--- config.mk ---
export PLATFORM = sky130hd
export DESIGN_NAME = iso_pkt_hdr_gen
export DESIGN_NICKNAME = d
export VERILOG_FILES = /design/src/rtl/iso_hdr_pkg.sv /design/src/rtl/iso_pkt_seq.sv /design/src/rtl/iso_hdr_sel.sv /design/src/rtl/iso_pkt_ctrl.sv /design/src/rtl/iso_pkt_hdr_gen.sv
export SDC_FILE = /design/constraint.sdc
export NUM_CORES = 1
export LEC_CHECK = 0
export ABC_CLOCK_PERIOD_IN_PS = 2200
export BUFFER_PORTS_ARGS = -buffer_cell sky130_fd_sc_hd__buf_2
export CAP_MARGIN = 40
export CORE_MARGIN = 5
export CORE_UTILIZATION = 40
export DETAILED_ROUTE_END_ITERATION = 12
export MAX_ROUTING_LAYER = met4
export PLACE_DENSITY = 0.73
export SYNTH_ARGS = -nofsm -noshare
export SYNTH_HDL_FRONTEND = slang
export SYNTH_SLANG_ARGS = --single-unit
--- constraint.sdc ---
create_clock -name clk -period 2.2 [get_ports clk]
set_clock_uncertainty 0.1 [all_clocks]
set_input_delay 0.33 -clock clk [delete_from_list [all_inputs] [get_ports clk]]
set_output_delay 0.33 -clock clk [all_outputs]
set_load 0.1 [all_outputs]
--- src/rtl/iso_hdr_pkg.sv ---
package iso_hdr_pkg;

    typedef enum logic [2:0] {
        ST_IDLE  = 3'd0,
        ST_HDR   = 3'd1,
        ST_BODY  = 3'd2,
        ST_DROP  = 3'd3,
        ST_EMPTY = 3'd4
    } pkt_state_t;

    localparam int          HDR_BYTES  = 10;
    localparam int          PROP_BYTES = 8;
    localparam int          SIZE_W     = 11;
    localparam logic [7:0]  SEQ_LAST   = 8'hFE;
    localparam logic [7:0]  DROP_MARK  = 8'hFF;
    localparam logic [7:0]  PROP1_MASK = 8'hDF;

    function automatic logic [SIZE_W-1:0] alt_max_size(input logic [2:0] alt);
        logic [SIZE_W-1:0] sz;
        unique case (alt)
            3'd0:    sz = '0;
            3'd1:    sz = SIZE_W'(128);
            3'd7:    sz = SIZE_W'(1023);
            default: sz = SIZE_W'(({8'd0, alt} + 11'd1) << 7);
        endcase
        return sz;
    endfunction

endpackage

--- src/rtl/iso_pkt_seq.sv ---
module iso_pkt_seq
    import iso_hdr_pkg::*;
(
    input  logic       clk,
    input  logic       rst_n,
    input  logic       start_pkt,
    input  logic       frame_done,
    input  logic       frame_tick,
    output logic [7:0] cur_seq,
    output logic       first_pkt,
    output logic [7:0] hdr_fcnt
);

    logic       new_frame;
    logic [7:0] seq_nxt;
    logic [7:0] frame_cnt;
    logic [7:0] seq_pick;

    assign seq_pick = new_frame ? 8'h00 : seq_nxt;

    always_ff @(posedge clk) begin
        if (!rst_n) begin
            new_frame <= 1'b1;
            seq_nxt   <= 8'h00;
            cur_seq   <= 8'h00;
            first_pkt <= 1'b0;
            frame_cnt <= 8'h00;
            hdr_fcnt  <= 8'h00;
        end else begin
            if (frame_tick) begin
                frame_cnt <= frame_cnt + 8'h01;
            end
            if (start_pkt) begin
                cur_seq   <= seq_pick;
                seq_nxt   <= (seq_pick == SEQ_LAST) ? 8'h00 : seq_pick + 8'h01;
                first_pkt <= new_frame;
                hdr_fcnt  <= frame_cnt;
                new_frame <= 1'b0;
            end else if (frame_done) begin
                new_frame <= 1'b1;
            end
        end
    end

    // a packet opening a frame restarts the sequence
    assert_first_seq_zero_R3: assert property (@(posedge clk) disable iff (!rst_n)
        (start_pkt && new_frame) |=> (cur_seq == 8'h00 && first_pkt));

    // the drop marker never appears as a data sequence value
    assert_seq_not_mark_R4: assert property (@(posedge clk) disable iff (!rst_n)
        start_pkt |=> (cur_seq != DROP_MARK));

    // a finished frame makes the next packet a first packet
    assert_frame_reopen_R7: assert property (@(posedge clk) disable iff (!rst_n)
        (frame_done && !start_pkt) |=> new_frame);

endmodule

--- src/rtl/iso_hdr_sel.sv ---
module iso_hdr_sel
    import iso_hdr_pkg::*;
(
    input  logic [3:0]              hdr_idx,
    input  logic [7:0]              cur_seq,
    input  logic [7:0]              hdr_fcnt,
    input  logic [PROP_BYTES*8-1:0] prop_info,
    output logic [7:0]              hdr_byte
);

    logic [7:0] hb [HDR_BYTES];

    assign hb[0] = cur_seq;
    assign hb[1] = prop_info[7:0] & PROP1_MASK;
    assign hb[6] = hdr_fcnt;

    for (genvar k = 2; k < HDR_BYTES; k++) begin : g_prop
        if (k < 6) begin : g_low
            assign hb[k] = prop_info[8*(k-1) +: 8];
        end else if (k > 6) begin : g_high
            assign hb[k] = prop_info[8*(k-2) +: 8];
        end
    end

    always_comb begin
        hdr_byte = 8'h00;
        for (int i = 0; i < HDR_BYTES; i++) begin
            if (hdr_idx == 4'(i)) begin
                hdr_byte = hb[i];
            end
        end
    end

endmodule

--- src/rtl/iso_pkt_ctrl.sv ---
module iso_pkt_ctrl
    import iso_hdr_pkg::*;
#(
    parameter int FILL_W          = 12,
    parameter int DROP_THR_WIDE   = 4,
    parameter int DROP_THR_NARROW = 1
) (
    input  logic              clk,
    input  logic              rst_n,
    input  logic              iso_en,
    input  logic              drop_block,
    input  logic              drop_thr_sel,
    input  logic [2:0]        alt_set,
    input  logic              pkt_req,
    input  logic [FILL_W-1:0] fifo_level,
    input  logic [7:0]        fifo_data,
    input  logic              fifo_last,
    input  logic              first_pkt,
    input  logic [7:0]        hdr_byte,
    output logic [3:0]        hdr_idx,
    output logic              start_pkt,
    output logic              frame_done,
    output logic              fifo_pop,
    output logic              pkt_valid,
    output logic [7:0]        pkt_byte,
    output logic              pkt_sop,
    output logic              pkt_eop,
    output logic              pkt_zlp
);

    localparam logic [FILL_W-1:0] THR_WIDE   = FILL_W'(DROP_THR_WIDE);
    localparam logic [FILL_W-1:0] THR_NARROW = FILL_W'(DROP_THR_NARROW);
    localparam logic [FILL_W-1:0] ONE_LEFT   = FILL_W'(1);
    localparam logic [3:0]        HDR_FULL   = 4'(HDR_BYTES - 1);

    pkt_state_t          state, nxt;
    logic [SIZE_W-1:0]   byte_cnt;
    logic [SIZE_W-1:0]   max_sz;
    logic                accept;
    logic                drop_cond;
    logic                hdr_done;
    logic                body_end;
    logic [3:0]          hdr_end;

    assign accept    = (state == ST_IDLE) && pkt_req && iso_en;
    assign drop_cond = !drop_block &&
                       (fifo_level <= (drop_thr_sel ? THR_NARROW : THR_WIDE));
    assign hdr_end   = first_pkt ? HDR_FULL : 4'd0;
    assign hdr_done  = (hdr_idx == hdr_end);
    assign body_end  = fifo_last || (byte_cnt == max_sz - SIZE_W'(1)) ||
                       (fifo_level == ONE_LEFT);
    assign start_pkt = accept && (alt_set != 3'd0) && !drop_cond;

    // next-state selection
    always_comb begin
        nxt = state;
        unique case (state)
            ST_IDLE: begin
                if (accept) begin
                    if (alt_set == 3'd0) begin
                        nxt = ST_EMPTY;
                    end else if (drop_cond) begin
                        nxt = ST_DROP;
                    end else begin
                        nxt = ST_HDR;
                    end
                end
            end
            ST_HDR: begin
                if (hdr_done) begin
                    nxt = (fifo_level == '0) ? ST_IDLE : ST_BODY;
                end
            end
            ST_BODY: begin
                if (body_end) begin
                    nxt = ST_IDLE;
                end
            end
            ST_DROP:  nxt = ST_IDLE;
            ST_EMPTY: nxt = ST_IDLE;
            default:  nxt = ST_IDLE;
        endcase
    end

    // state register
    always_ff @(posedge clk) begin
        if (!rst_n) begin
            state <= ST_IDLE;
        end else begin
            state <= nxt;
        end
    end

    // packet counters
    always_ff @(posedge clk) begin
        if (!rst_n) begin
            byte_cnt <= '0;
            max_sz   <= '0;
            hdr_idx  <= '0;
        end else begin
            if (accept) begin
                max_sz <= alt_max_size(alt_set);
            end
            if (start_pkt) begin
                byte_cnt <= '0;
                hdr_idx  <= '0;
            end else if (state == ST_HDR) begin
                byte_cnt <= byte_cnt + SIZE_W'(1);
                hdr_idx  <= hdr_idx + 4'd1;
            end else if (state == ST_BODY) begin
                byte_cnt <= byte_cnt + SIZE_W'(1);
            end
        end
    end

    // outputs
    always_comb begin
        pkt_valid  = 1'b0;
        pkt_byte   = 8'h00;
        pkt_sop    = 1'b0;
        pkt_eop    = 1'b0;
        pkt_zlp    = 1'b0;
        fifo_pop   = 1'b0;
        frame_done = 1'b0;
        unique case (state)
            ST_IDLE: ;
            ST_HDR: begin
                pkt_valid = 1'b1;
                pkt_byte  = hdr_byte;
                pkt_sop   = (hdr_idx == 4'd0);
                pkt_eop   = hdr_done && (fifo_level == '0);
            end
            ST_BODY: begin
                pkt_valid  = 1'b1;
                pkt_byte   = fifo_data;
                pkt_eop    = body_end;
                fifo_pop   = 1'b1;
                frame_done = fifo_last;
            end
            ST_DROP: begin
                pkt_valid = 1'b1;
                pkt_byte  = DROP_MARK;
                pkt_sop   = 1'b1;
                pkt_eop   = 1'b1;
            end
            ST_EMPTY: pkt_zlp = 1'b1;
            default: ;
        endcase
    end

    // no data byte lies past the size limit
    assert_len_cap_R6: assert property (@(posedge clk) disable iff (!rst_n)
        (state == ST_HDR || state == ST_BODY) |-> (byte_cnt < max_sz));

    // bytes are only taken from a non-empty FIFO
    assert_pop_nonempty_R12: assert property (@(posedge clk) disable iff (!rst_n)
        fifo_pop |-> (fifo_level != '0));

    // the zero-length response carries nothing
    assert_zlp_alone_R8: assert property (@(posedge clk) disable iff (!rst_n)
        pkt_zlp |-> (!pkt_valid && !fifo_pop));

    // a drop packet lasts one cycle
    assert_drop_single_R4: assert property (@(posedge clk) disable iff (!rst_n)
        (state == ST_DROP) |=> (state == ST_IDLE));

    // disabled block stays idle
    assert_off_quiet_R9: assert property (@(posedge clk) disable iff (!rst_n)
        (state == ST_IDLE && !iso_en) |=> (state == ST_IDLE));

    // an accepted request answers in the next cycle
    assert_answer_next_R11: assert property (@(posedge clk) disable iff (!rst_n)
        accept |=> (pkt_sop || pkt_zlp));

endmodule

--- src/rtl/iso_pkt_hdr_gen.sv ---
module iso_pkt_hdr_gen
    import iso_hdr_pkg::*;
#(
    parameter int FILL_W          = 12,
    parameter int DROP_THR_WIDE   = 4,
    parameter int DROP_THR_NARROW = 1
) (
    input  logic                    clk,
    input  logic                    rst_n,
    input  logic                    iso_en,
    input  logic                    drop_block,
    input  logic                    drop_thr_sel,
    input  logic [2:0]              alt_set,
    input  logic                    pkt_req,
    input  logic                    frame_tick,
    input  logic [PROP_BYTES*8-1:0] prop_info,
    input  logic [FILL_W-1:0]       fifo_level,
    input  logic [7:0]              fifo_data,
    input  logic                    fifo_last,
    output logic                    fifo_pop,
    output logic                    pkt_valid,
    output logic [7:0]              pkt_byte,
    output logic                    pkt_sop,
    output logic                    pkt_eop,
    output logic                    pkt_zlp
);

    logic [3:0] hdr_idx;
    logic [7:0] hdr_byte;
    logic [7:0] cur_seq;
    logic [7:0] hdr_fcnt;
    logic       first_pkt;
    logic       start_pkt;
    logic       frame_done;

    iso_pkt_seq u_seq (
        .clk        (clk),
        .rst_n      (rst_n),
        .start_pkt  (start_pkt),
        .frame_done (frame_done),
        .frame_tick (frame_tick),
        .cur_seq    (cur_seq),
        .first_pkt  (first_pkt),
        .hdr_fcnt   (hdr_fcnt)
    );

    iso_hdr_sel u_sel (
        .hdr_idx   (hdr_idx),
        .cur_seq   (cur_seq),
        .hdr_fcnt  (hdr_fcnt),
        .prop_info (prop_info),
        .hdr_byte  (hdr_byte)
    );

    iso_pkt_ctrl #(
        .FILL_W          (FILL_W),
        .DROP_THR_WIDE   (DROP_THR_WIDE),
        .DROP_THR_NARROW (DROP_THR_NARROW)
    ) u_ctrl (
        .clk          (clk),
        .rst_n        (rst_n),
        .iso_en       (iso_en),
        .drop_block   (drop_block),
        .drop_thr_sel (drop_thr_sel),
        .alt_set      (alt_set),
        .pkt_req      (pkt_req),
        .fifo_level   (fifo_level),
        .fifo_data    (fifo_data),
        .fifo_last    (fifo_last),
        .first_pkt    (first_pkt),
        .hdr_byte     (hdr_byte),
        .hdr_idx      (hdr_idx),
        .start_pkt    (start_pkt),
        .frame_done   (frame_done),
        .fifo_pop     (fifo_pop),
        .pkt_valid    (pkt_valid),
        .pkt_byte     (pkt_byte),
        .pkt_sop      (pkt_sop),
        .pkt_eop      (pkt_eop),
        .pkt_zlp      (pkt_zlp)
    );

endmodule

==> results of run 1 <==
[area by class of cell]
cell class                      instances  area [sq um]
Inverter                               12          50.0
Sequential cell                        57          1150
Tap cell                              133           166
Timing Repair Buffer                  179          1440
Fill cell                             824          3720
Clock buffer                            9           124
Clock inverter                          7           103
Multi-Input combinational cell        409          2930
[cell families (layout without fill, tap and decap cells)]
logic type               Yosys count  count (layout)  synth area share [%]
AND/OR/NAND/NOR                  194             194                  25.8
AO/OA/AOI/OAI                    172             172                  28.5
flip-flops                        57              57                  29.1
buffers and inverters             53             207                  5.61
XOR/XNOR                          27              27                  6.03
adder cells (fa/ha/maj)           13              13                  4.15
multiplexers                       3               3                 0.766
[state kept, by name (all words and copies together) (netlist names)]
register         count
u_ctrl.byte_cnt     11
u_seq.first_pkt      1
u_ctrl.max_sz        5
u_seq.seq_nxt        8
u_ctrl.state         3
u_seq.cur_seq        8
u_seq.frame_cnt      8
u_ctrl.hdr_idx       4
u_seq.new_frame      1
u_seq.hdr_fcnt       8
[power groups by stage]
| stage | sequential [uW] | combinational [uW] | clock [uW] |
|---|---|---|---|
| global route | 1080 | 704 | 1160 |
| CTS | 1070 | 632 | 1110 |
| floorplan | 1090 | 337 | 0 |
| finish | 1070 | 656 | 1100 |
| global placement | 1090 | 572 | 0 |
| detailed placement | 1100 | 587 | 0 |
[layout by cell type, fill, tap and decap left out, drive strengths merged, types with 6 or more instances in the layout]
cell,count
a211oi,6
a21oi,46
a221o,6
a221oi,8
and3,8
buf,177
clkbuf,10
dfxtp,57
ha,13
inv,13
nand2,34
nand3,25
nand4,11
nand4b,9
nor2,60
nor2b,10
o21ai,56
o31ai,8
or3,6
xnor2,11
xor2,16
[worst max path at each step]
stage,startpoint,endpoint,slack (ns)
after global routing,u_ctrl.hdr_idx[1],pkt_byte[6],-0.63
final,u_ctrl.hdr_idx[1],pkt_byte[6],-0.57
after global placement,u_ctrl.hdr_idx[1],pkt_byte[6],-0.30
after detailed placement,u_ctrl.hdr_idx[1],pkt_byte[6],-0.34
after CTS,u_ctrl.hdr_idx[1],pkt_byte[6],-0.58
after floorplan,u_ctrl.hdr_idx[1],pkt_byte[6],-0.63
[worst max-delay path, delay by kind of cell (launching register included)]
family	cells	cell delay [ns]
and+or+nand+nor	1	0.44
buffers and inverters	2	0.34
adders and majority gates	1	0.18
AOI/OAI and AO/OA	3	0.69
DFF	1	0.35
[metrics by stage]
stage	total power [uW]	utilization (%)	TNS, ns
global route	2940	61.6	-4.97
floorplan	1430	-	-1.96
finish	2830	61.6	-4.31
global placement	1670	55.0	-1.68
detailed placement	1680	55.0	-1.98
CTS	2810	60.5	-4.27
[routing by layer]
layer / global-route usage (%) / vias up / part of all wire [%]
met5: - / - / 0
met4: 8.12 / 0 / 2.3
met3: 3.61 / 33 / 7.1
met2: 40.1 / 192 / 50
met1: 26.9 / 2175 / 41
li1: - / 2213 / -
[timing repair]
action | CTS | global route
pin swaps | 27 | 16
buffers inserted | 11 | 4
cloned | 1 | 1
endpoints found under the setup margin | 10 | 11
hold endpoints to repair | 0 | 0
gates resized for setup | 52 | 13
==> summary.txt, run 1 <==
Pwr
  • Fraction of power consumed by the clock network: 38.8%
  • Switching share of power: between 20% and 30%
  • Design internal power: 2000 uW
  • Power Density: 474 mW/mm^2
  • Net switching power figure: 824 uW
  • Static leakage: between 0.002 and 0.0025 uW
  • Part of the power in combinational logic: 23.2%
  • Share of power burned in registers: 38.0%
  • Worst vdd rail ir drop: 0.266 mV

Yosys
  • Area share of the leading cell type in the synthesized netlist: 29.1%
  • Sequential-to-total area share from yosys stat: approximately 29%
  • Synthesis Warnings: 0
  • Count of different cell masters after synthesis: between 60 and 70
  • Number of synthesized flops with an enable pin: 0
  • Cells after Synth: 519
  • Top cells by area in the synthesized netlist: sky130_fd_sc_hd__dfxtp_1, sky130_fd_sc_hd__o21ai_0, sky130_fd_sc_hd__a21oi_1, sky130_fd_sc_hd__nor2_1, sky130_fd_sc_hd__ha_1
  • Cell area after synthesis: 0.00392 sq mm
  • Flip-flop and latch count after synthesis: 57
  • Top cell type by total area after synthesis: sky130_fd_sc_hd__dfxtp_1
  • Most used flip-flop cell after synthesis: sky130_fd_sc_hd__dfxtp_1
  • Ranking of synthesized cells by instance count: sky130_fd_sc_hd__nor2_1, sky130_fd_sc_hd__dfxtp_1, sky130_fd_sc_hd__o21ai_0, sky130_fd_sc_hd__a21oi_1, sky130_fd_sc_hd__nand2_1
  • Synthesized area per cell: 7.56 sq um
  • Dominant cell by count in the synthesized netlist: sky130_fd_sc_hd__nor2_1
  • Async SR Flop Fraction: 0%
  • Number of nets produced by synthesis: 627

Route
  • Number of DRC markers in iteration 0: around 370
  • Drt first pass iters: 5
  • DR DRC count: 0
  • Vias per std cell: between 5 and 6
  • Vias: between 4000 and 5000
  • Routed wire per std cell: 17.1 um
  • Total wirelength of the detailed-routed design: 13.8 mm
  • Post-DRT Antenna Nets: 0

Job
  • Reported max-cap violation count: 0

Worst setup path
  • Reg-to-reg startpoint: u_ctrl.hdr_idx[0]
  • Critical-path maximum fanout: 5
  • Number of cell instances on the worst register-to-register path: 9
  • Largest stage delay on the critical path: 0.44 ns
  • Worst setup slack for register-to-register paths: 0.08 ns
  • Critical setup path kind: flop to output pin
  • Data arrival, critical path: 2.34 ns
  • Launching element type of the critical path: flop
  • Data required time at the worst endpoint: 1.77 ns
  • Cells traversed along the worst timing path: buf_6 -> ha_4 -> a2111oi_4 -> a311oi_1 -> or4_4 -> a221oi_4 -> buf_12
  • Reg-to-Reg End: u_ctrl.state[1]
  • Slowest CP cell: sky130_fd_sc_hd__or4_4
  • Element type at the critical path end: output pin

Finish
  • Ratio of cells with drive above 1 in the final layout: between 30% and 40%
  • Count of non-filler cells in the finished layout: 806
  • Area of all placed cells without fillers: 0.00596 sq mm
  • Final net count: ~780
  • Antenna Diode Count: 0
  • Relative area change from synthesis to final layout: 52.1%

Placed design
  • Post-Place Worst Slack: -0.337 ns
  • Weighted congestion at the end of routability-driven global placement: between 0.9 and 1
  • Placed Cells incl. Taps: 775
  • Standard cell area after detailed placement: about 0.0053 sq mm
  • Port Buffer Count: around 110
  • HPWL after detailed placement: 10.4 mm

Floorplan
  • Vert. Die Dim: around 110 um
  • Core Footprint: 0.00968 sq mm
  • Number of cell rows: 36
  • Initial cell density of the core: 40.5%
  • Die boundary width: 109 um
  • DIE AREA: 0.0119 sq mm
  • # IOs: 108

Global route
  • Total grt overflow: 0
  • Number of global-route vias before repair: 4482
  • Maximum number of pins on one net before global-route repair: 38
  • First-pass GRT wire length: 21.3 mm
  • Total track usage: 23.1%
  • Number of antenna violations at the first check in global routing: 0

Hold path
  • Beginning of the worst hold path: fifo_last
  • Type of the most critical hold path: input pin to flop
  • Worst hold path depth: 3
  • End point of the most critical hold path: u_seq.new_frame

Clock network
  • Insertion delay of the later-clocked pin in the worst-skew pair: 0.34 ns
  • Clock Pin Slew Worst Setup and Hold Paths: 0.07 ns
  • Cell at the root of the clock tree: sky130_fd_sc_hd__clkbuf_8
  • Sinks on the clock net: 57
  • CTS tree: built
  • Depth of the CTS H-tree: 3
  • Hold-fix buffers, CTS: 0
  • Bufs on Longest Clock Path: 2
  • Num CTS Buffers: 9

Timing
  • Worst Max-Slew Pin Slew: approximately 0.64 ns
  • Crit path setup slack, layout: -0.574 ns
  • Max Freq: 360 MHz
  • Final-layout worst hold slack: 0.188 ns
  • Crit path time final: between 2 and 3 ns
  • Total count of hold-check failures in the final report: 0
  • Tcrit/Tclk final: 126%
  • Endpoints failing setup: 9
  • Relative max-transition margin: approximately 58%
  • Unrepaired setup endpoints after global routing: yes
  • Number of pins exceeding their max-slew limit in the final report: 0

Outcome
  • Status: finished, violations left
  • Violations in the final reports: negative setup slack
No activity file was read; power rests on OpenSTA's default activity.
==> run 2: changes to the inputs <==
--- a/config.mk
+++ b/config.mk
@@ -9,10 +9,11 @@
 export BUFFER_PORTS_ARGS = -buffer_cell sky130_fd_sc_hd__buf_2
 export CAP_MARGIN = 40
 export CORE_MARGIN = 5
-export CORE_UTILIZATION = 40
+export CORE_UTILIZATION = 48
 export DETAILED_ROUTE_END_ITERATION = 12
 export MAX_ROUTING_LAYER = met4
-export PLACE_DENSITY = 0.73
+export PLACE_DENSITY = 0.84
+export SKIP_LAST_GASP = 1
 export SYNTH_ARGS = -nofsm -noshare
 export SYNTH_HDL_FRONTEND = slang
 export SYNTH_SLANG_ARGS = --single-unit
==> run 2 against run 1 <==
  * The run still ends with negative setup slack left
  * Design area fell by 3.7%
  * Die area fell by 15%
  * Via count rose by 5.7%
  * Clock-buffer cell count rose by 3
  * Hold slack improved by 0.053 ns
  * Sequential cell count did not move
  * Setup slack got worse by 0.067 ns
  * Final cell count fell by 4.3%
  * Fmax fell by 2.4%
==> summary.txt, run 2 (synthesis results as in run 1) <==
Worst setup path
  • Critical setup path kind: flop to output pin
  • Kind of cell with the highest combined delay on the critical path: compound AO/OA/AOI/OAI gates
  • Slowest CP cell: sky130_fd_sc_hd__dfxtp_4
  • Dominant cell type by count on the critical path: sky130_fd_sc_hd__o21ai_0
  • Critical-path maximum fanout: 10
  • Largest stage delay on the critical path: 0.37 ns
  • Element type at the critical path end: output pin
  • Worst path buffer plus inverter count: 3
  • Data required time at the worst endpoint: ~1.8 ns
  • Data arrival, critical path: 2.41 ns
  • Cells traversed along the worst timing path: buf_4 -> ha_4 -> buf_6 -> a21oi_1 -> o21ai_0 -> a32oi_1 -> o21ai_0 -> a211o_4 -> buf_12
  • Launching element type of the critical path: flop

Clock network
  • Insertion delay of the later-clocked pin in the worst-skew pair: 0.33 ns
  • Cell at the root of the clock tree: sky130_fd_sc_hd__clkbuf_8
  • Depth of the CTS H-tree: 3
  • Sinks on the clock net: 57
  • Bufs on Longest Clock Path: 2
  • Clock Pin Slew Worst Setup and Hold Paths: 0.06 ns
  • CTS tree: built
  • Num CTS Buffers: 9

Timing
  • Tcrit/Tclk final: 129%
  • Max Freq: 352 MHz
  • Total count of hold-check failures in the final report: 0
  • Worst Max-Slew Pin Slew: about 0.63 ns
  • Unrepaired setup endpoints after global routing: yes
  • Crit path time final: 2.84 ns
  • Number of pins exceeding their max-slew limit in the final report: 0
  • Crit path setup slack, layout: -0.641 ns
  • Endpoints failing setup: 9
  • Relative max-transition margin: 58.1%

Finish
  • Number of fillers in the final layout: 577
  • Number of flip-flops in the largest register: 11
  • Multi-input gate area: 0.00288 sq mm
  • Largest reg by FF count: u_ctrl.byte_cnt
  • Register cell area after layout: 0.00115 sq mm
  • Leading cell type in the layout, fill and taps excluded: sky130_fd_sc_hd__buf_2
  • Count of non-filler cells in the finished layout: 771
  • Area of all placed cells without fillers: 0.00575 sq mm
  • Relative area change from synthesis to final layout: 46.5%
  • Final net count: 770
  • Ratio of cells with drive above 1 in the final layout: 37.1%
  • Most frequent cells in the layout: sky130_fd_sc_hd__buf_2, sky130_fd_sc_hd__buf_4, sky130_fd_sc_hd__dfxtp_1
  • Antenna Diode Count: 0

Placed design
  • Placed Cells incl. Taps: 749
  • Weighted congestion at the end of routability-driven global placement: 1.03
  • Port Buffer Count: between 100 and 150
  • HPWL after detailed placement: 10.2 mm
  • Post-Place Worst Slack: -0.328 ns
  • Standard cell area after detailed placement: 0.00529 sq mm

Floorplan
  • DIE AREA: 0.0101 sq mm
  • Initial cell density of the core: 48.5%
  • Die boundary width: 100 um
  • # IOs: 108
  • Vert. Die Dim: 100 um
  • Number of cell rows: 33
  • Core Footprint: slightly above 0.008 sq mm

Route
  • Vias per std cell: 6.32
  • Routed wire per std cell: 19.0 um
  • DR DRC count: 0
  • Drt first pass iters: 5
  • WL met1: 5.44 mm
  • Total wirelength of the detailed-routed design: 14.6 mm
  • Met3 layer wire length in the routed design: 1.43 mm
  • Vias: between 4000 and 5000
  • Routed length on met2: 7.17 mm
  • Number of DRC markers in iteration 0: 429
  • Top routing layer used: met4
  • Post-DRT Antenna Nets: 0

Outcome
  • Status: finished, violations left
  • Violations in the final reports: negative setup slack

Global route
  • Number of antenna violations at the first check in global routing: 0
  • Maximum number of pins on one net before global-route repair: 38
  • Total grt overflow: 0
  • Total track usage: 27.9%
  • First-pass GRT wire length: 22.1 mm
  • Number of global-route vias before repair: 4753

Pwr
  • Total Power Consumption: between 2000 and 3000 uW
  • Power Density: 484 mW/mm^2
  • Worst vdd rail ir drop: between 0.3 and 0.4 mV
  • Static leakage: 0.00233 uW

Hold path
  • Type of the most critical hold path: input pin to flop

Job
  • Reported max-cap violation count: 0
==> run 2: final timing paths <==
path	from	endpoint	slack (ns)	cells past startpoint
max	u_ctrl.hdr_idx[0]	pkt_byte[1]	-0.64	9
min	rst_n	u_seq.new_frame	0.24	2
max reg2reg	u_ctrl.hdr_idx[0]	u_ctrl.state[1]	0.08	8
min reg2reg	u_seq.hdr_fcnt[1]	u_seq.hdr_fcnt[1]	0.38	2
==> run 2: final cells by class <==
type	instances	area share, %
flip-flops and latches	57	20.1
inverters	12	0.871
clock inverters	3	1.13
repair buffers	173	23.1
clock buffers	12	2.53
multi-input cells	409	50.1
well taps	105	2.29
==> run 2: what timing repair did <==
action / 4_1_cts / 5_1_grt
resized for setup: 38 / 13
setup endpoints to repair: 10 / 11
setup buffers: 3 / 4
pin swaps: 16 / 10
hold buffers: 0 / 0
==> run 2: through the flow <==
stage	hold slack (ns)	setup TNS (ns)	utilization [%]
final	0.241	-4.52	71.0
after global routing	0.251	-5.36	71.0
after CTS	0.209	-4.23	70.0
after detailed placement	0.369	-1.97	65.4
after global placement	0.365	-1.59	65.4
after floorplan	0.349	-1.96	-
==> run 2: per-layer routing <==
layer / track usage, % / vias to the layer above
met4: 12.0 / 0
met2: 48.2 / 341
li1: - / 2205
met5: - / -
met3: 5.84 / 66
met1: 30.9 / 2264
==> run 2: report_power, final <==
group,internal [uW],switching [uW]
registers,1050,25.7
clock network,661,391
logic,295,356
==> run 3: changes to the inputs <==
--- a/config.mk
+++ b/config.mk
@@ -8,11 +8,13 @@
 export ABC_CLOCK_PERIOD_IN_PS = 2200
 export BUFFER_PORTS_ARGS = -buffer_cell sky130_fd_sc_hd__buf_2
 export CAP_MARGIN = 40
+export CORE_ASPECT_RATIO = 0.8
 export CORE_MARGIN = 5
 export CORE_UTILIZATION = 48
 export DETAILED_ROUTE_END_ITERATION = 12
 export MAX_ROUTING_LAYER = met4
 export PLACE_DENSITY = 0.84
+export SETUP_SLACK_MARGIN = 0.3
 export SKIP_LAST_GASP = 1
 export SYNTH_ARGS = -nofsm -noshare
 export SYNTH_HDL_FRONTEND = slang
==> run 3 against run 2 <==
  * The run still ends with negative setup slack left
  * Wire length is 21% higher
  * Fmax shrank 2.8%
  * Global-route usage rose by 0.63 points
  * Register-to-register slack improved by 0.04 ns
  * Sequential power is essentially flat
  * Die area increased by 0.11%
  * Critical path depth did not move
  * Sequential share of layout area fell by 1.7 points
  * Critical path type unchanged
  * Highest routed layer unchanged
==> summary.txt, run 3 (synthesis results as in run 1) <==
Placed design
  • Post-Place Worst Slack: -0.370 ns
  • Port Buffer Count: 106
  • Weighted congestion at the end of routability-driven global placement: 0.990
  • HPWL after detailed placement: 9.97 mm

Pwr
  • Share of power burned in registers: 38.6%
  • Net switching power figure: 972 uW
  • Design internal power: approximately 1800 uW
  • Switching share of power: 34.7%
  • Static leakage: roughly 0.0025 uW
  • Fraction of power consumed by the clock network: 34.4%
  • Power Density: around 440 mW/mm^2
  • Worst vdd rail ir drop: 0.389 mV
  • Part of the power in combinational logic: 27.0%

Timing
  • Worst Max-Slew Pin Slew: 0.733 ns
  • Relative max-transition margin: 51.0%
  • Tcrit/Tclk final: 133%
  • Total count of hold-check failures in the final report: 0
  • Endpoints failing setup: 9
  • Crit path time final: 2.92 ns
  • Number of pins exceeding their max-slew limit in the final report: 0
  • Crit path setup slack, layout: -0.723 ns
  • Max Freq: 342 MHz
  • Total negative setup slack: -5.72 ns
  • Final-layout worst hold slack: 0.209 ns
  • Unrepaired setup endpoints after global routing: yes

Route
  • Total wirelength of the detailed-routed design: about 18 mm
  • Vias: about 5300
  • Number of DRC markers in iteration 0: 815
  • Vias per std cell: 6.62
  • DR DRC count: 0
  • Routed wire per std cell: 22.2 um
  • Post-DRT Antenna Nets: 0
  • Drt first pass iters: 6

Floorplan
  • Initial cell density of the core: around half
  • # IOs: roughly 110
  • Vert. Die Dim: 90.9 um
  • Core Footprint: 0.00795 sq mm
  • Number of cell rows: 29
  • DIE AREA: 0.0101 sq mm
  • Die boundary width: around 110 um

Clock network
  • Bufs on Longest Clock Path: 2
  • Num CTS Buffers: 9
  • Sinks on the clock net: 57
  • CTS tree: built
  • Depth of the CTS H-tree: 3
  • Insertion delay of the later-clocked pin in the worst-skew pair: around 0.36 ns
  • Hold-fix buffers, CTS: 0
  • Cell at the root of the clock tree: sky130_fd_sc_hd__clkbuf_8
  • Clock Pin Slew Worst Setup and Hold Paths: 0.08 ns

Worst setup path
  • Data arrival, critical path: 2.49 ns
  • Number of cell instances on the worst register-to-register path: 7
  • Data required time at the worst endpoint: 1.77 ns
  • Element type at the critical path end: output pin
  • Launching element type of the critical path: flop
  • Critical setup path kind: flop to output pin
  • Critical-path maximum fanout: 3

Global route
  • Number of global-route vias before repair: 4634
  • Total grt overflow: 0
  • Maximum number of pins on one net before global-route repair: 38
  • Total track usage: roughly 29%
  • Number of antenna violations at the first check in global routing: 0
  • First-pass GRT wire length: ~23 mm

Outcome
  • Violations in the final reports: negative setup slack
  • Status: finished, violations left

Hold path
  • Type of the most critical hold path: input pin to flop
  • Worst hold path depth: 3

Finish
  • Largest reg by FF count: u_ctrl.byte_cnt
  • Antenna Diode Count: 0
  • Final net count: 791
  • Relative area change from synthesis to final layout: 61.3%
  • Leading cell type in the layout, fill and taps excluded: sky130_fd_sc_hd__buf_2
  • Post-route core utilization: 79.6%
  • Most frequent cells in the layout: sky130_fd_sc_hd__buf_2, sky130_fd_sc_hd__buf_4, sky130_fd_sc_hd__nor2_1
  • Ratio of cells with drive above 1 in the final layout: between 40 and 50%
  • Number of flip-flops in the largest register: 11

Job
  • Reported max-cap violation count: 0
==> run 3: cell count changes in the layout (fill, tap and decap cells not counted), sizes merged <==
cell	before	now
inv	12	16
clkbuf	12	13
buf	173	190
clkinvlp	0	2
bufinv	2	0
==> run 3: path summary, 6_finish.rpt <==
path	from	slack (ns)	endpoint
setup / recovery	u_ctrl.hdr_idx[1]	-0.72	pkt_byte[6]
hold / removal	frame_tick	0.21	u_seq.frame_cnt[0]
setup reg to reg	u_ctrl.hdr_idx[0]	0.12	u_ctrl.state[1]
hold reg to reg	u_seq.seq_nxt[1]	0.38	u_seq.seq_nxt[1]
==> run 3: cell type report <==
cell class / instances / area (sq um)
Clock buffer: 9 / 124
Clock inverter: 7 / 61.3
Fill cell: 440 / 1620
Inverter: 12 / 52.6
Multi-Input combinational cell: 409 / 3140
Sequential cell: 57 / 1160
Tap cell: 108 / 135
Timing Repair Buffer: 194 / 1650
==> run 3: worst max-delay path, cell delays in order, from the launching register on <==
cell and delay (ns):
sky130_fd_sc_hd__dfxtp_4 0.37, sky130_fd_sc_hd__buf_6 0.13, sky130_fd_sc_hd__ha_4 0.17, sky130_fd_sc_hd__buf_4 0.15, sky130_fd_sc_hd__inv_1 0.09, sky130_fd_sc_hd__o21a_1 0.16, sky130_fd_sc_hd__a221oi_1 0.09, sky130_fd_sc_hd__or4_4 0.44
sky130_fd_sc_hd__a221oi_4 0.31, sky130_fd_sc_hd__buf_12 0.21
==> run 3: power by group through the flow <==
stage | registers [uW] | logic [uW] | clock network (uW)
5_1_grt | 1080 | 792 | 1010
3_5_place_dp | 1100 | 571 | 0
2_1_floorplan | 1090 | 341 | 0
6_report | 1080 | 755 | 965
4_1_cts | 1080 | 636 | 935
3_3_place_gp | 1100 | 557 | 0
==> run 3: per-layer routing <==
| layer | vias to the layer above | track usage, % | routed length [um] |
|---|---|---|---|
| li1 | 2252 | - | - |
| met1 | 2468 | 33.5 | 6460 |
| met2 | 433 | 47.0 | 8310 |
| met3 | 115 | 7.37 | 1930 |
| met4 | 0 | 10.9 | 956 |
| met5 | - | - | 0 |
==> run 3: what timing repair did <==
item	4_1_cts	5_1_grt
endpoints found under the hold margin	0	0
setup endpoints to repair	47	45
gates cloned	2	4
setup buffers	7	18
gates resized for setup	49	86
pin swaps	24	44
==> run 3: through the flow <==
stage / total power, uW / instances / cell area, sq um
2_1_floorplan: 1430 / 519 / 4200
3_3_place_gp: 1650 / 749 / 5290
3_5_place_dp: 1670 / 749 / 5290
4_1_cts: 2650 / 774 / 5790
5_1_grt: 2880 / 796 / 6330
6_report: 2800 / 796 / 6330
